==> src/rtl/lms_pkg.sv <==
package lms_pkg;
  typedef enum logic [1:0] {
    MODE_COUNT = 2'b00,
    MODE_LOCK  = 2'b01,
    MODE_FAULT = 2'b10
  } lms_mode_e;
endpackage

==> src/rtl/lms_sync.sv <==
// Multi-bit bank of independent flop chains for asynchronous levels.
module lms_sync #(
  parameter int WIDTH  = 4,
  parameter int STAGES = 2
) (
  input  logic             clk,
  input  logic             rst,
  input  logic [WIDTH-1:0] d_i,
  output logic [WIDTH-1:0] q_o
);
  logic [STAGES-1:0][WIDTH-1:0] chain_q;

  always_ff @(posedge clk) begin
    if (rst) chain_q[0] <= '0;
    else     chain_q[0] <= d_i;
  end

  for (genvar s = 1; s < STAGES; s++) begin : g_stage
    always_ff @(posedge clk) begin
      if (rst) chain_q[s] <= '0;
      else     chain_q[s] <= chain_q[s-1];
    end
  end

  assign q_o = chain_q[STAGES-1];
endmodule

==> src/rtl/lms_arm_ctrl.sv <==
// Armed flag and fault latch, both cleared by releasing the request.
module lms_arm_ctrl (
  input  logic clk,
  input  logic rst,
  input  logic req_s,
  input  logic tbase_s,
  input  logic err_s,
  input  logic mask_s,
  output logic armed_o,
  output logic fault_o
);
  logic tb_prev_q;
  logic tb_fall;
  logic err_hit;

  assign tb_fall = tb_prev_q & ~tbase_s;
  assign err_hit = err_s & ~mask_s;

  always_ff @(posedge clk) begin
    if (rst) tb_prev_q <= 1'b0;
    else     tb_prev_q <= tbase_s;
  end

  always_ff @(posedge clk) begin
    if (rst || !req_s)  armed_o <= 1'b0;
    else if (tb_fall)   armed_o <= 1'b1;
  end

  always_ff @(posedge clk) begin
    if (rst || !req_s)            fault_o <= 1'b0;
    else if (armed_o && err_hit)  fault_o <= 1'b1;
  end
endmodule

==> src/rtl/lms_en_delay.sv <==
// Rising-edge delay of DELAY cycles; falling edge passes at once.
module lms_en_delay #(
  parameter int DELAY = 16
) (
  input  logic clk,
  input  logic rst,
  input  logic valid_i,
  output logic en_o
);
  localparam int CW = (DELAY < 2) ? 1 : $clog2(DELAY);
  localparam logic [CW-1:0] LAST = CW'(DELAY - 1);

  logic [CW-1:0] cnt_q;
  logic          en_q;

  always_ff @(posedge clk) begin
    if (rst || !valid_i) begin
      cnt_q <= '0;
      en_q  <= 1'b0;
    end else if (!en_q) begin
      if (cnt_q == LAST) en_q  <= 1'b1;
      else               cnt_q <= cnt_q + 1'b1;
    end
  end

  assign en_o = en_q & valid_i;
endmodule

==> src/rtl/lms_mode_seq.sv <==
module lms_mode_seq #(
  parameter int DELAY       = 16,
  parameter int SYNC_STAGES = 2
) (
  input  logic       clk,
  input  logic       rst,
  input  logic       lock_req_i,
  input  logic       tbase_i,
  input  logic       err_i,
  input  logic       err_mask_i,
  output logic       lock_active_o,
  output logic       cnt_en_o,
  output logic       flash_en_o,
  output logic [1:0] mode_o
);
  import lms_pkg::*;

  localparam int NIN = 4;

  logic [NIN-1:0] raw, synced;
  logic           armed, fault, lock_valid;
  lms_mode_e      mode;

  assign raw = {err_mask_i, err_i, tbase_i, lock_req_i};

  lms_sync #(.WIDTH(NIN), .STAGES(SYNC_STAGES)) u_sync (
    .clk (clk),
    .rst (rst),
    .d_i (raw),
    .q_o (synced)
  );

  lms_arm_ctrl u_arm (
    .clk     (clk),
    .rst     (rst),
    .req_s   (synced[0]),
    .tbase_s (synced[1]),
    .err_s   (synced[2]),
    .mask_s  (synced[3]),
    .armed_o (armed),
    .fault_o (fault)
  );

  assign lock_valid = armed & ~fault;

  lms_en_delay #(.DELAY(DELAY)) u_dly (
    .clk     (clk),
    .rst     (rst),
    .valid_i (lock_valid),
    .en_o    (cnt_en_o)
  );

  always_comb begin
    if (fault)      mode = MODE_FAULT;
    else if (armed) mode = MODE_LOCK;
    else            mode = MODE_COUNT;
  end

  assign lock_active_o = lock_valid;
  assign flash_en_o    = fault;
  assign mode_o        = mode;
endmodule

==> config.mk <==
export PLATFORM = sky130hd
export DESIGN_NAME = lms_mode_seq
export DESIGN_NICKNAME = d
export VERILOG_FILES = /design/src/rtl/lms_pkg.sv /design/src/rtl/lms_sync.sv /design/src/rtl/lms_arm_ctrl.sv /design/src/rtl/lms_en_delay.sv /design/src/rtl/lms_mode_seq.sv
export SDC_FILE = /design/constraint.sdc
export NUM_CORES = 1
export LEC_CHECK = 0
export CAP_MARGIN = 10
export CORE_MARGIN = 4
export CORE_UTILIZATION = 30
export CTS_CLUSTER_DIAMETER = 100
export DETAILED_ROUTE_END_ITERATION = 10
export DONT_BUFFER_PORTS = 1
export RECOVER_POWER = 25
export SLEW_MARGIN = 20
export SYNTH_ARGS = -nofsm -noshare
export SYNTH_HDL_FRONTEND = slang
export SYNTH_SLANG_ARGS = --single-unit
==> constraint.sdc <==
create_clock -name clk -period 2.05 [get_ports clk]
set_input_delay 0 -clock clk [delete_from_list [all_inputs] [get_ports clk]]
set_output_delay 0 -clock clk [all_outputs]
set_load 0.02 [all_outputs]
### Word-level counts from Yosys, hierarchy flattened

Cells that the tools add are included.

| word-level totals | value |
|---|---|
| flip-flop bits (word level) | 16 |
| bits in latches | 0 |
| bits in writable memories | 0 |
| bits in read-only memories | 0 |
| memories | 0 |

| cells by class | value |
|---|---|
| $add $sub $neg | 1 |
| $mul | 0 |
| div/mod/pow operators | 0 |
| order comparisons | 0 |
| equality and inequality tests | 1 |
| shift-type cells | 0 |
| muxes and demuxes | 4 |
| bitwise logic cells | 9 |
| reductions and logical operators | 6 |

Operators by type and width:

| kind | number |
|---|---|
| 1-bit NOT | 5 |
| 4-bit by 1-bit adder with 4-bit output (second input constant) | 1 |
| 1-bit bitwise AND | 4 |
| 4-bit equality test (second input constant) | 1 |
| 1-bit 2-to-1 mux | 3 |
| 1-bit zero test | 2 |
| 1-bit logical OR | 2 |
| 2-bit 2-to-1 mux | 1 |
| 2-bit AND reduction | 1 |
| 1-bit logical AND | 1 |

### Depth between registers and ports, before layout

Gate-level depths: netlist of the first run.

| logic depth | value |
|---|---|
| depth after elaboration | 4 |
| depth in mapped cells | 4 |
| depth with buffers taken out | 4 |

### Hierarchy

A second synthesis of the first run with hierarchy kept.

| second synthesis, totals | value |
|---|---|
| cells, all modules | 57 |
| area, all modules | 601.8 µm² |

By module, submodules not included:

| module | times used | cells each | area each (µm²) | sequential area each (µm²) |
|---|---|---|---|---|
| lms_sync | 1 | 20 | 240.2 | 160.2 |
| lms_en_delay | 1 | 23 | 229.0 | 100.1 |
| lms_arm_ctrl | 1 | 11 | 103.8 | 60.1 |
| lms_mode_seq | 1 | 3 | 28.8 | 0.0 |

### Worst setup path before layout of the first run

OpenSTA, ideal clock, no wires.

| timing path | value |
|---|---|
| path type | register -> register |
| start point | register u_dly.cnt_q[0] |
| end point | register u_dly.cnt_q[3] |
| setup time | 0.071 ns |
| arrival | 1.218 ns |
| data required time | 1.979 ns |
| setup slack | 0.761 ns |
| stages on the path, launching flop included | 5 |
| buffers on the path | 0 |
| clock period less this slack | 1.289 ns |
| cell sequence | dfxtp_1 -> ha_1 -> a31o_1 -> or3_1 -> a21oi_1 |

| on the way | value |
|---|---|
| word-level cells in the longest chain between the ends | 3 |
| elaborated cells on any way between the ends | 4 |
| those cells by class | add/sub (1); eq/ne (1); bitwise (1); reduce/logical (1) |

Ends and longest elaborated chain:

| item | line | RTL |
|---|---|---|
| from (decl) | lms_en_delay.sv:13 | `logic [CW-1:0] cnt_q;` |
| from (signal assigned) | lms_en_delay.sv:22 | `else cnt_q <= cnt_q + 1'b1;` |
| branches (longest 3 deep; another with 4-bit by 1-bit adder with 4-bit output) | n/a |  |

Several ways; the timed one is not identified.
A chain may end at the register's enable or synchronous reset.

### Worst setup path in the final report of the first run

| timing path | value |
|---|---|
| start point | register u_arm.armed_o |
| end point | output port cnt_en_o |

| on the way | value |
|---|---|
| word-level cells in the longest chain between the ends | 2 |

Ends and longest elaborated chain:

| item | line | RTL |
|---|---|---|
| from (decl) | lms_arm_ctrl.sv:9 | `output logic armed_o,` |
| from (signal assigned) | lms_arm_ctrl.sv:25 | `if (rst \|\| !req_s) armed_o <= 1'b0;` |
| from (signal assigned) | lms_arm_ctrl.sv:26 | `else if (tb_fall) armed_o <= 1'b1;` |
| 1-bit bitwise AND | lms_mode_seq.sv:44 | `assign lock_valid = armed & ~fault;` |
| via lock_active_o | lms_mode_seq.sv:11 | `output logic lock_active_o,` |
| 1-bit bitwise AND | lms_en_delay.sv:26 | `assign en_o = en_q & valid_i;` |
| to (decl) | lms_mode_seq.sv:12 | `output logic cnt_en_o,` |

The timed path passes the listed nets, and every way through them passes these cells.

==> results of run 1 <==
[cells in the mapped netlist]
library cell	count
sky130_fd_sc_hd__nor2_1	5
sky130_fd_sc_hd__a21oi_1	4
sky130_fd_sc_hd__clkbuf_1	1
sky130_fd_sc_hd__nand2_1	2
sky130_fd_sc_hd__nor4bb_1	1
sky130_fd_sc_hd__dfxtp_1	16
sky130_fd_sc_hd__buf_4	2
sky130_fd_sc_hd__o21ai_0	1
sky130_fd_sc_hd__or3_1	1
sky130_fd_sc_hd__and2_1	1
sky130_fd_sc_hd__xnor2_1	1
sky130_fd_sc_hd__nand3_1	1
sky130_fd_sc_hd__a31oi_1	2
sky130_fd_sc_hd__nand2b_1	2
sky130_fd_sc_hd__ha_1	1
sky130_fd_sc_hd__inv_1	3
sky130_fd_sc_hd__nor2b_1	9
sky130_fd_sc_hd__nor3_1	1
sky130_fd_sc_hd__a31o_1	1
[sequential cells by signal (all words and copies together) (netlist names)]
| register | count |
|---|---|
| u_arm.fault_o | 1 |
| u_sync.q_o | 4 |
| u_arm.armed_o | 1 |
| u_arm.tb_prev_q | 1 |
| u_dly.en_q | 1 |
| u_sync.chain_q | 4 |
| u_dly.cnt_q | 4 |
[cell families after synthesis]
family	after synthesis	share of synthesized area
buf+inv	6	0.0550
fa+ha+maj	1	0.0229
xor+xnor	1	0.0161
simple gates	23	0.234
compound gates	8	0.0849
flops	16	0.587
[critical path, cell delays in order (launching register included)]
cell and delay, ps:
sky130_fd_sc_hd__dfxtp_1 360, sky130_fd_sc_hd__nor2b_1 690, sky130_fd_sc_hd__and2_1 350
[stage by stage]
stage	hold WS, ps	total power [mW]	setup slack, ps	util
after floorplan	128	0.336	761	-
final	363	0.546	376	0.378
after CTS	356	0.553	350	0.378
after global routing	358	0.568	284	0.378
after detailed placement	71.0	0.335	447	0.328
after global placement	68.7	0.335	478	0.328
[area by class of cell]
class | count | area share
clock buffers | 4 | 0.0557
repair buffers | 6 | 0.0883
well taps | 25 | 0.0480
flip-flops and latches | 16 | 0.491
inverters | 3 | 0.0173
multi-input cells | 33 | 0.299
[power groups by stage]
stage,Clock (mW),Combinational (mW),Sequential [mW]
final,0.209,0.0175,0.320
after global routing,0.228,0.0196,0.321
after CTS,0.215,0.0179,0.320
after detailed placement,0,0.00788,0.327
after global placement,0,0.00777,0.327
after floorplan,0,0.00938,0.327
[worst max-delay path by stage]
stage	from	endpoint	slack, ps	cells after the start
after floorplan	u_dly.cnt_q[0]$_SDFFE_PP0P_	u_dly.cnt_q[3]$_SDFFE_PP0P_	760	4
after global placement	u_arm.armed_o$_SDFFE_PP0P_	u_dly.cnt_q[2]$_SDFFE_PP0P_	480	3
after detailed placement	u_arm.armed_o$_SDFFE_PP0P_	u_dly.cnt_q[2]$_SDFFE_PP0P_	450	3
after CTS	u_arm.armed_o$_SDFFE_PP0P_	cnt_en_o	350	2
after global routing	u_arm.armed_o$_SDFFE_PP0P_	u_dly.cnt_q[2]$_SDFFE_PP0P_	280	3
final	u_arm.armed_o$_SDFFE_PP0P_	cnt_en_o	380	2
[per-layer routing]
metal | global-route usage | part of all wire
met1 | 0.0783 | 0.43
met4 | 0.108 | 0.063
met2 | 0.128 | 0.46
met3 | 0.0148 | 0.044
met5 | 0 | 0
==> results.toml, run 1 <==
[run_status]
status = "finished clean"

[sta]
grt_setup_unrepaired = "false"
slew_violations = 0
min_period_ps = 1670
setup_viol = 0
max-slew-margin-rel = 0.437
setup_total_negative_slack_ps = 0
finalHoldViolations = 0
max_clock_skew_ps = 6.97
tightestPinTransition_ps = 843
final_min_period_over_clock_period = 0.817
achievable-frequency_mhz = 597

[run]
maxCapViolCount = 0

[clock_tree]
clock_tree_root_buffer_cell = "sky130_fd_sc_hd__clkbuf_4"
gates_resized_cts_repair = 0
htree_levels = 1
clk_latency_ps = 290
cts_max_path_buffers = 2
cts_tree = "done"
clock-sinks = 16
tritoncts.num_buffers = 3
cts.hold.buffers_added = 5
clk_transition_reported_paths_ps = 90
post_cts.repair.setup_buffers = 0

[final_layout]
register_area_sq_um = 320
final_layout_size_suffix_gt1_frac = 0.0806
layout_common_cells = "16 x sky130_fd_sc_hd__dfxtp_1, 9 x sky130_fd_sc_hd__nor2b_1, 5 x sky130_fd_sc_hd__nor2_1, 5 x sky130_fd_sc_hd__dlygate4sd3_1, 4 x sky130_fd_sc_hd__a21oi_1"
fin_cells = 87
stdcell_area_sq_um = 652
fill_cells = 187
multi_input_area_sq_um = 195
final_net_count = 70
layout_commonest_cell = "sky130_fd_sc_hd__dfxtp_1"
synth_to_final_area_change_pct = 19.5
antennaDiodeCount = 0

[logic_synthesis]
syn-instance-count = 55
summed_instance_area_of_the_synthesized_netlist_sq_um = 546
yosys_register_bits = 16
synth_top_cell_area_share = 0.587
top_cells_by_area_synth = "sky130_fd_sc_hd__dfxtp_1 59%, sky130_fd_sc_hd__nor2b_1 10%, sky130_fd_sc_hd__a21oi_1 3.7%"
ys.warnings.count = 0
synth.net_count = 62
synth.avg_cell_area_sq_um = 9.92
ys_types = 19
seq_area_frac_synth = 0.587
post-synth-top-area-cell = "sky130_fd_sc_hd__dfxtp_1"

[place]
buffer_ports.inserted = 0
gp_congestion = 0.680
place_area_sq_um = 566
numPlacedInstances = 78

[routing]
drt_pass1_iterations = 2
via_to_cell_ratio = 4.22
vias = 367
drcViolationCount = 0
final_antenna_net_count = 0
post_drt_wl_per_cell_microns = 10.4
drt_iter0_markers = 2
drt-total-wl_microns = 903

[global_routing]
all_layer_global_routing_usage = 0.0813
grt_pass1_vias = 365
grt_antenna_before_repair = 0
grt_first_pass_wirelength_mm = 1.47
grt_start_max_net_pins = 12
grt_overflow = 0

[die]
initial_core_utilization = 0.316
die_area_sq_mm = 0.00256
rows = 15
die-width_microns = 50.6
core_region_area_sq_mm = 0.00173
boundaryPins = 11
y_dimension_of_the_die_microns = 50.6

[worst_hold_path]
instance_count_along_the_most_critical_hold_path = 2
holdCritPathClass = "in -> reg"
holdPathEnd = "u_sync.chain_q[3]$_SDFF_PP0_"
timing.hold.worst.start = "err_mask_i"

[setup_path]
number_of_cells_on_the_worst_reg_to_reg_path = 3
critPathCaptureType = "primary output"
worst_r2r_endpoint = "u_dly.cnt_q[2]$_SDFFE_PP0P_"
critical_path_arrival_ps = 1670
critical_path_required_ps = 2050
timing.reg2reg.setup_slack_ps = 450
path_class = "reg -> out"
crit-reg2reg-launch = "u_arm.armed_o$_SDFFE_PP0P_"
critical_path.startpoint_type = "flop"
crit_path_max_fanout = 4

[pwr]
net_sw_power_mw = 0.108
peakVddDrop_mv = 0.303
seq_power_share = 0.586
power.switching_fraction = 0.198
static-leakage-power_nw = 0.237
internal_cell_power_mw = 0.438
comb_power_share = 0.032
ratio_of_total_power_to_cell_area_mw_per_mm2 = 838
clock_network_fraction_of_total_power = 0.382
Note: power is estimated with default switching activity, not from simulation.
==> run 2, diff against run 1 <==
==> constraint.sdc (replaced) <==
create_clock -name clk -period 1.6 [get_ports clk]
set_input_delay 0 -clock clk [delete_from_list [all_inputs] [get_ports clk]]
set_output_delay 0 -clock clk [all_outputs]
set_load 0.02 [all_outputs]
==> run 2 against run 1 <==
Net effect: via count up 0.82%; power up 27%; core utilization increased by 0.43 points; non-clock buffer count is 1 higher; wire length decreased by 16%; first-iteration DRC count grew 100%; die area did not move; largest cell class unchanged; register-to-register slack lost 230 ps.
==> results.toml, run 2 (synthesized netlist as in run 1, its figures left out) <==
[setup_path]
crit_chain = "ha_1 > a31o_1 > or3_1 > a21oi_1"
crit_cells = 4
critical_path_arrival_ps = 1600
crit_path_max_fanout = 4
path_class = "reg -> reg"
critical_path_required_ps = 1820
critPathCaptureType = "flop"
number_of_cells_on_the_worst_reg_to_reg_path = 4
critical_path.n_buffers_inverters = 0
timing.critical_path.slowest_stage_cell = "sky130_fd_sc_hd__dfxtp_1"
timing.critical_path.slowest_cell_delay_ps = 340
critical-path-top-delay-family = "compound AO/OA/AOI/OAI gates"
critical_path.startpoint_type = "flop"

[sta]
grt_setup_unrepaired = "false"
setup_total_negative_slack_ps = 0
final_min_period_over_clock_period = 0.862
achievable-frequency_mhz = 725
finalHoldViolations = 0
setup_viol = 0
slew_violations = 0
max-slew-margin-rel = 0.753
min_period_ps = 1380
tightestPinTransition_ps = 369
max_clock_skew_ps = 3.08

[place]
gp_congestion = 0.712
numPlacedInstances = 79
dp_hpwl_microns = 526
buffer_ports.inserted = 0

[routing]
via_to_cell_ratio = 4.20
final_antenna_net_count = 0
drt-total-wl_microns = 757
drt_pass1_iterations = 3
drcViolationCount = 0
vias = 370
drt_iter0_markers = 4
post_drt_wl_per_cell_microns = 8.60

[clock_tree]
gates_resized_cts_repair = 0
clk_transition_reported_paths_ps = 90
htree_levels = 1
clock_tree_root_buffer_cell = "sky130_fd_sc_hd__clkbuf_4"
clk_latency_ps = 280
clock-sinks = 16
tritoncts.num_buffers = 3
cts_max_path_buffers = 2
cts.hold.buffers_added = 5
post_cts.repair.setup_buffers = 0
cts_tree = "done"

[die]
rows = 15
initial_core_utilization = 0.316
die_area_sq_mm = 0.00256
boundaryPins = 11
die-width_microns = 50.6
core_region_area_sq_mm = 0.00173
y_dimension_of_the_die_microns = 50.6

[final_layout]
antennaDiodeCount = 0
layout_common_cells = "16 x sky130_fd_sc_hd__dfxtp_1, 9 x sky130_fd_sc_hd__nor2b_1, 5 x sky130_fd_sc_hd__nor2_1, 5 x sky130_fd_sc_hd__dlygate4sd3_1, 4 x sky130_fd_sc_hd__a21oi_1"
layout_commonest_cell = "sky130_fd_sc_hd__dfxtp_1"
fin_cells = 88
final_net_count = 71
synth_to_final_area_change_pct = 20.9
final_layout_size_suffix_gt1_frac = 0.0952

[run]
maxCapViolCount = 0

[worst_hold_path]
holdCritPathClass = "in -> reg"
instance_count_along_the_most_critical_hold_path = 2

[global_routing]
grt_start_max_net_pins = 12
all_layer_global_routing_usage = 0.0780
grt_overflow = 0
grt_first_pass_wirelength_mm = 1.41
grt_pass1_vias = 356
grt_antenna_before_repair = 0

[pwr]
ratio_of_total_power_to_cell_area_mw_per_mm2 = 1050
peakVddDrop_mv = 0.411
static-leakage-power_nw = 0.241

[run_status]
status = "finished clean"
==> run 2: changes by cell type in the layout (fill, tap and decap cells not counted) <==
cell	before	now
sky130_fd_sc_hd__buf_4	1	2
==> run 2: metal layers <==
metal,vias to the layer above,track usage,wire length [microns]
li1,192,-,-
met5,-,0,0
met1,167,0.0705,345
met4,0,0.0673,20
met2,9,0.128,341
met3,2,0.0386,48
==> run 2: worst register-to-register path: stages (launching register included) <==
cell	delay [ps]
sky130_fd_sc_hd__dfxtp_1	340
sky130_fd_sc_hd__ha_1	240
sky130_fd_sc_hd__a31o_1	250
sky130_fd_sc_hd__or3_1	340
sky130_fd_sc_hd__a21oi_1	140
==> run 2: where the power goes <==
part | switching, mW | internal (mW) | total [mW]
clock | 0.122 | 0.139 | 0.261
sequential | 0.00199 | 0.408 | 0.410
combinational | 0.00794 | 0.0145 | 0.0225
==> run 2: layout make-up <==
| type | instances | area [sq um] |
|---|---|---|
| multi-input combinational | 33 | 195 |
| clock buffer | 4 | 36.3 |
| tap | 25 | 31.3 |
| sequential | 16 | 320 |
| fill | 173 | 1070 |
| inverter | 3 | 11.3 |
| timing repair buffer | 7 | 65.1 |
==> run 2: per-stage QoR <==
stage	instance area (sq um)	hold WS, ps	power [mW]	utilization	setup slack, ps
floorplan	546	128	0.431	-	311
global placement	573	68.7	0.429	0.332	291
detailed placement	573	70.7	0.429	0.332	248
CTS	659	358	0.704	0.382	226
global route	659	354	0.731	0.382	169
finish	659	365	0.693	0.382	221
==> run 2: worst paths after layout <==
kind	startpoint	end	slack, ps
setup / recovery	u_dly.cnt_q[0]$_SDFFE_PP0P_	u_dly.cnt_q[3]$_SDFFE_PP0P_	220
hold / removal	tbase_i	u_sync.chain_q[1]$_SDFF_PP0_	370
setup reg to reg	u_dly.cnt_q[0]$_SDFFE_PP0P_	u_dly.cnt_q[3]$_SDFFE_PP0P_	220
hold reg to reg	u_sync.chain_q[0]$_SDFF_PP0_	u_sync.q_o[0]$_SDFF_PP0_	440
==> run 3, diff against run 2 <==
--- a/config.mk
+++ b/config.mk
@@ -11,6 +11,7 @@
 export CTS_CLUSTER_DIAMETER = 100
 export DETAILED_ROUTE_END_ITERATION = 10
 export DONT_BUFFER_PORTS = 1
+export PLACE_DENSITY_LB_ADDON = 0.05
 export RECOVER_POWER = 25
 export SLEW_MARGIN = 20
 export SYNTH_ARGS = -nofsm -noshare
==> run 3 against run 2 <==
Net effect: power shrank 0.77%; wire length is the same; final cell count is the same; die area is the same; clock power shrank 2%; clock-buffer cell count is the same; critical path depth is the same; global-route usage shrank 0.56 points; flip-flop and latch count is the same; fmax grew 0.41%; register-to-register slack is essentially flat; sequential power is essentially flat.
==> results.toml, run 3 (synthesized netlist as in run 1, its figures left out) <==
[final_layout]
antennaDiodeCount = 0
synth_to_final_area_change_pct = 20.9
finalCoreUtilization = 0.382
layout_common_cells = "16 x sky130_fd_sc_hd__dfxtp_1, 9 x sky130_fd_sc_hd__nor2b_1, 5 x sky130_fd_sc_hd__nor2_1, 5 x sky130_fd_sc_hd__dlygate4sd3_1, 4 x sky130_fd_sc_hd__a21oi_1"
fill_cells = 172
final_net_count = 71
layout_commonest_cell = "sky130_fd_sc_hd__dfxtp_1"
final_layout_size_suffix_gt1_frac = 0.0952

[clock_tree]
tritoncts.num_buffers = 3
clk_transition_reported_paths_ps = 90
post_cts.repair.setup_buffers = 0
cts_max_path_buffers = 2
cts_tree = "done"
clock-sinks = 16
htree_levels = 1
clock_tree_root_buffer_cell = "sky130_fd_sc_hd__clkbuf_4"
clk_latency_ps = 270

[sta]
setup_total_negative_slack_ps = 0
slew_violations = 0
grt_setup_unrepaired = "false"
achievable-frequency_mhz = 728
setup_viol = 0
min_period_ps = 1370
finalHoldViolations = 0
max_clock_skew_ps = 2.02
max-slew-margin-rel = 0.749
tightestPinTransition_ps = 376
holdWs_ps = 371
final_min_period_over_clock_period = 0.858
layout_setup_ws_ps = 227

[global_routing]
grt_pass1_vias = 368
grt_overflow = 0
grt_antenna_before_repair = 0
grt_start_max_net_pins = 12
grt_first_pass_wirelength_mm = 1.37
all_layer_global_routing_usage = 0.0724

[pwr]
net_sw_power_mw = 0.127
static-leakage-power_nw = 0.241
comb_power_share = 0.032
power.total_mw = 0.688
ratio_of_total_power_to_cell_area_mw_per_mm2 = 1040
seq_power_share = 0.596
internal_cell_power_mw = 0.561
clock_network_fraction_of_total_power = 0.372
power.switching_fraction = 0.185
peakVddDrop_mv = 0.266

[die]
die-width_microns = 50.6
core_region_area_sq_mm = 0.00173
boundaryPins = 11
y_dimension_of_the_die_microns = 50.6
die_area_sq_mm = 0.00256
rows = 15
initial_core_utilization = 0.316

[worst_hold_path]
timing.hold.worst.start = "tbase_i"
holdCritPathClass = "in -> reg"

[routing]
drt_pass1_iterations = 2
via_to_cell_ratio = 4.10
final_antenna_net_count = 0
drcViolationCount = 0
vias = 361
post_drt_wl_per_cell_microns = 8.60
drt_iter0_markers = 1
drt-total-wl_microns = 757

[run]
maxCapViolCount = 0

[setup_path]
crit_path_max_fanout = 4
crit_start = "u_dly.cnt_q[0]$_SDFFE_PP0P_"
critical_path_arrival_ps = 1580
critical_path_required_ps = 1810
critPathCaptureType = "flop"
crit-reg2reg-launch = "u_dly.cnt_q[0]$_SDFFE_PP0P_"
path_class = "reg -> reg"
critical_path.startpoint_type = "flop"

[run_status]
status = "finished clean"

[place]
buffer_ports.inserted = 0
gp_congestion = 0.661
detailedPlace.worstSlack_ps = 240
run 3: repair_timing:
item	4_1_cts	5_1_grt
endpoints found under the hold margin	14	0
resized for setup	0	0
hold buffers	5	0
run 3: cell type report:
class,count,area (sq um),share of cell area
flip-flops and latches,16,320,0.486
multi-input cells,33,195,0.296
repair buffers,7,65.1,0.0987
clock buffers,4,36.3,0.0550
well taps,25,31.3,0.0474
inverters,3,11.3,0.0171
run 3: per-stage QoR:
step           area [sq um]  std cells
2_1_floorplan           546         55
3_3_place_gp            573         79
3_5_place_dp            573         79
4_1_cts                 659         88
5_1_grt                 659         88
6_report                659         88
run 3: power groups by stage:
stage          Combinational [mW]  Clock, mW  Sequential (mW)
3_3_place_gp               0.0100          0            0.420
4_1_cts                    0.0227      0.265            0.410
5_1_grt                    0.0254      0.281            0.411
2_1_floorplan              0.0120          0            0.419
6_report                   0.0222      0.256            0.410
3_5_place_dp              0.00998          0            0.420
run 3: per-layer routing:
layer  GRT usage  vias up  wire length, microns
met2       0.115       11                   340
met5           0        -                     0
met3      0.0267        0                    62
li1            -      192                     -
met4      0.0538        0                     0
met1      0.0776      158                   354
run 3: final timing paths:
path,to,slack (ps),cells after the start
setup reg to reg,u_dly.cnt_q[3]$_SDFFE_PP0P_,230,4
hold reg to reg,u_sync.q_o[1]$_SDFF_PP0_,440,1
setup / recovery,u_dly.cnt_q[3]$_SDFFE_PP0P_,230,4
hold / removal,u_sync.chain_q[1]$_SDFF_PP0_,370,2
run 3: worst max-delay path, stage by stage (launching register included):
cell and delay [ps]:
sky130_fd_sc_hd__dfxtp_1 340, sky130_fd_sc_hd__ha_1 240, sky130_fd_sc_hd__a31o_1 240, sky130_fd_sc_hd__or3_1 340, sky130_fd_sc_hd__a21oi_1 140
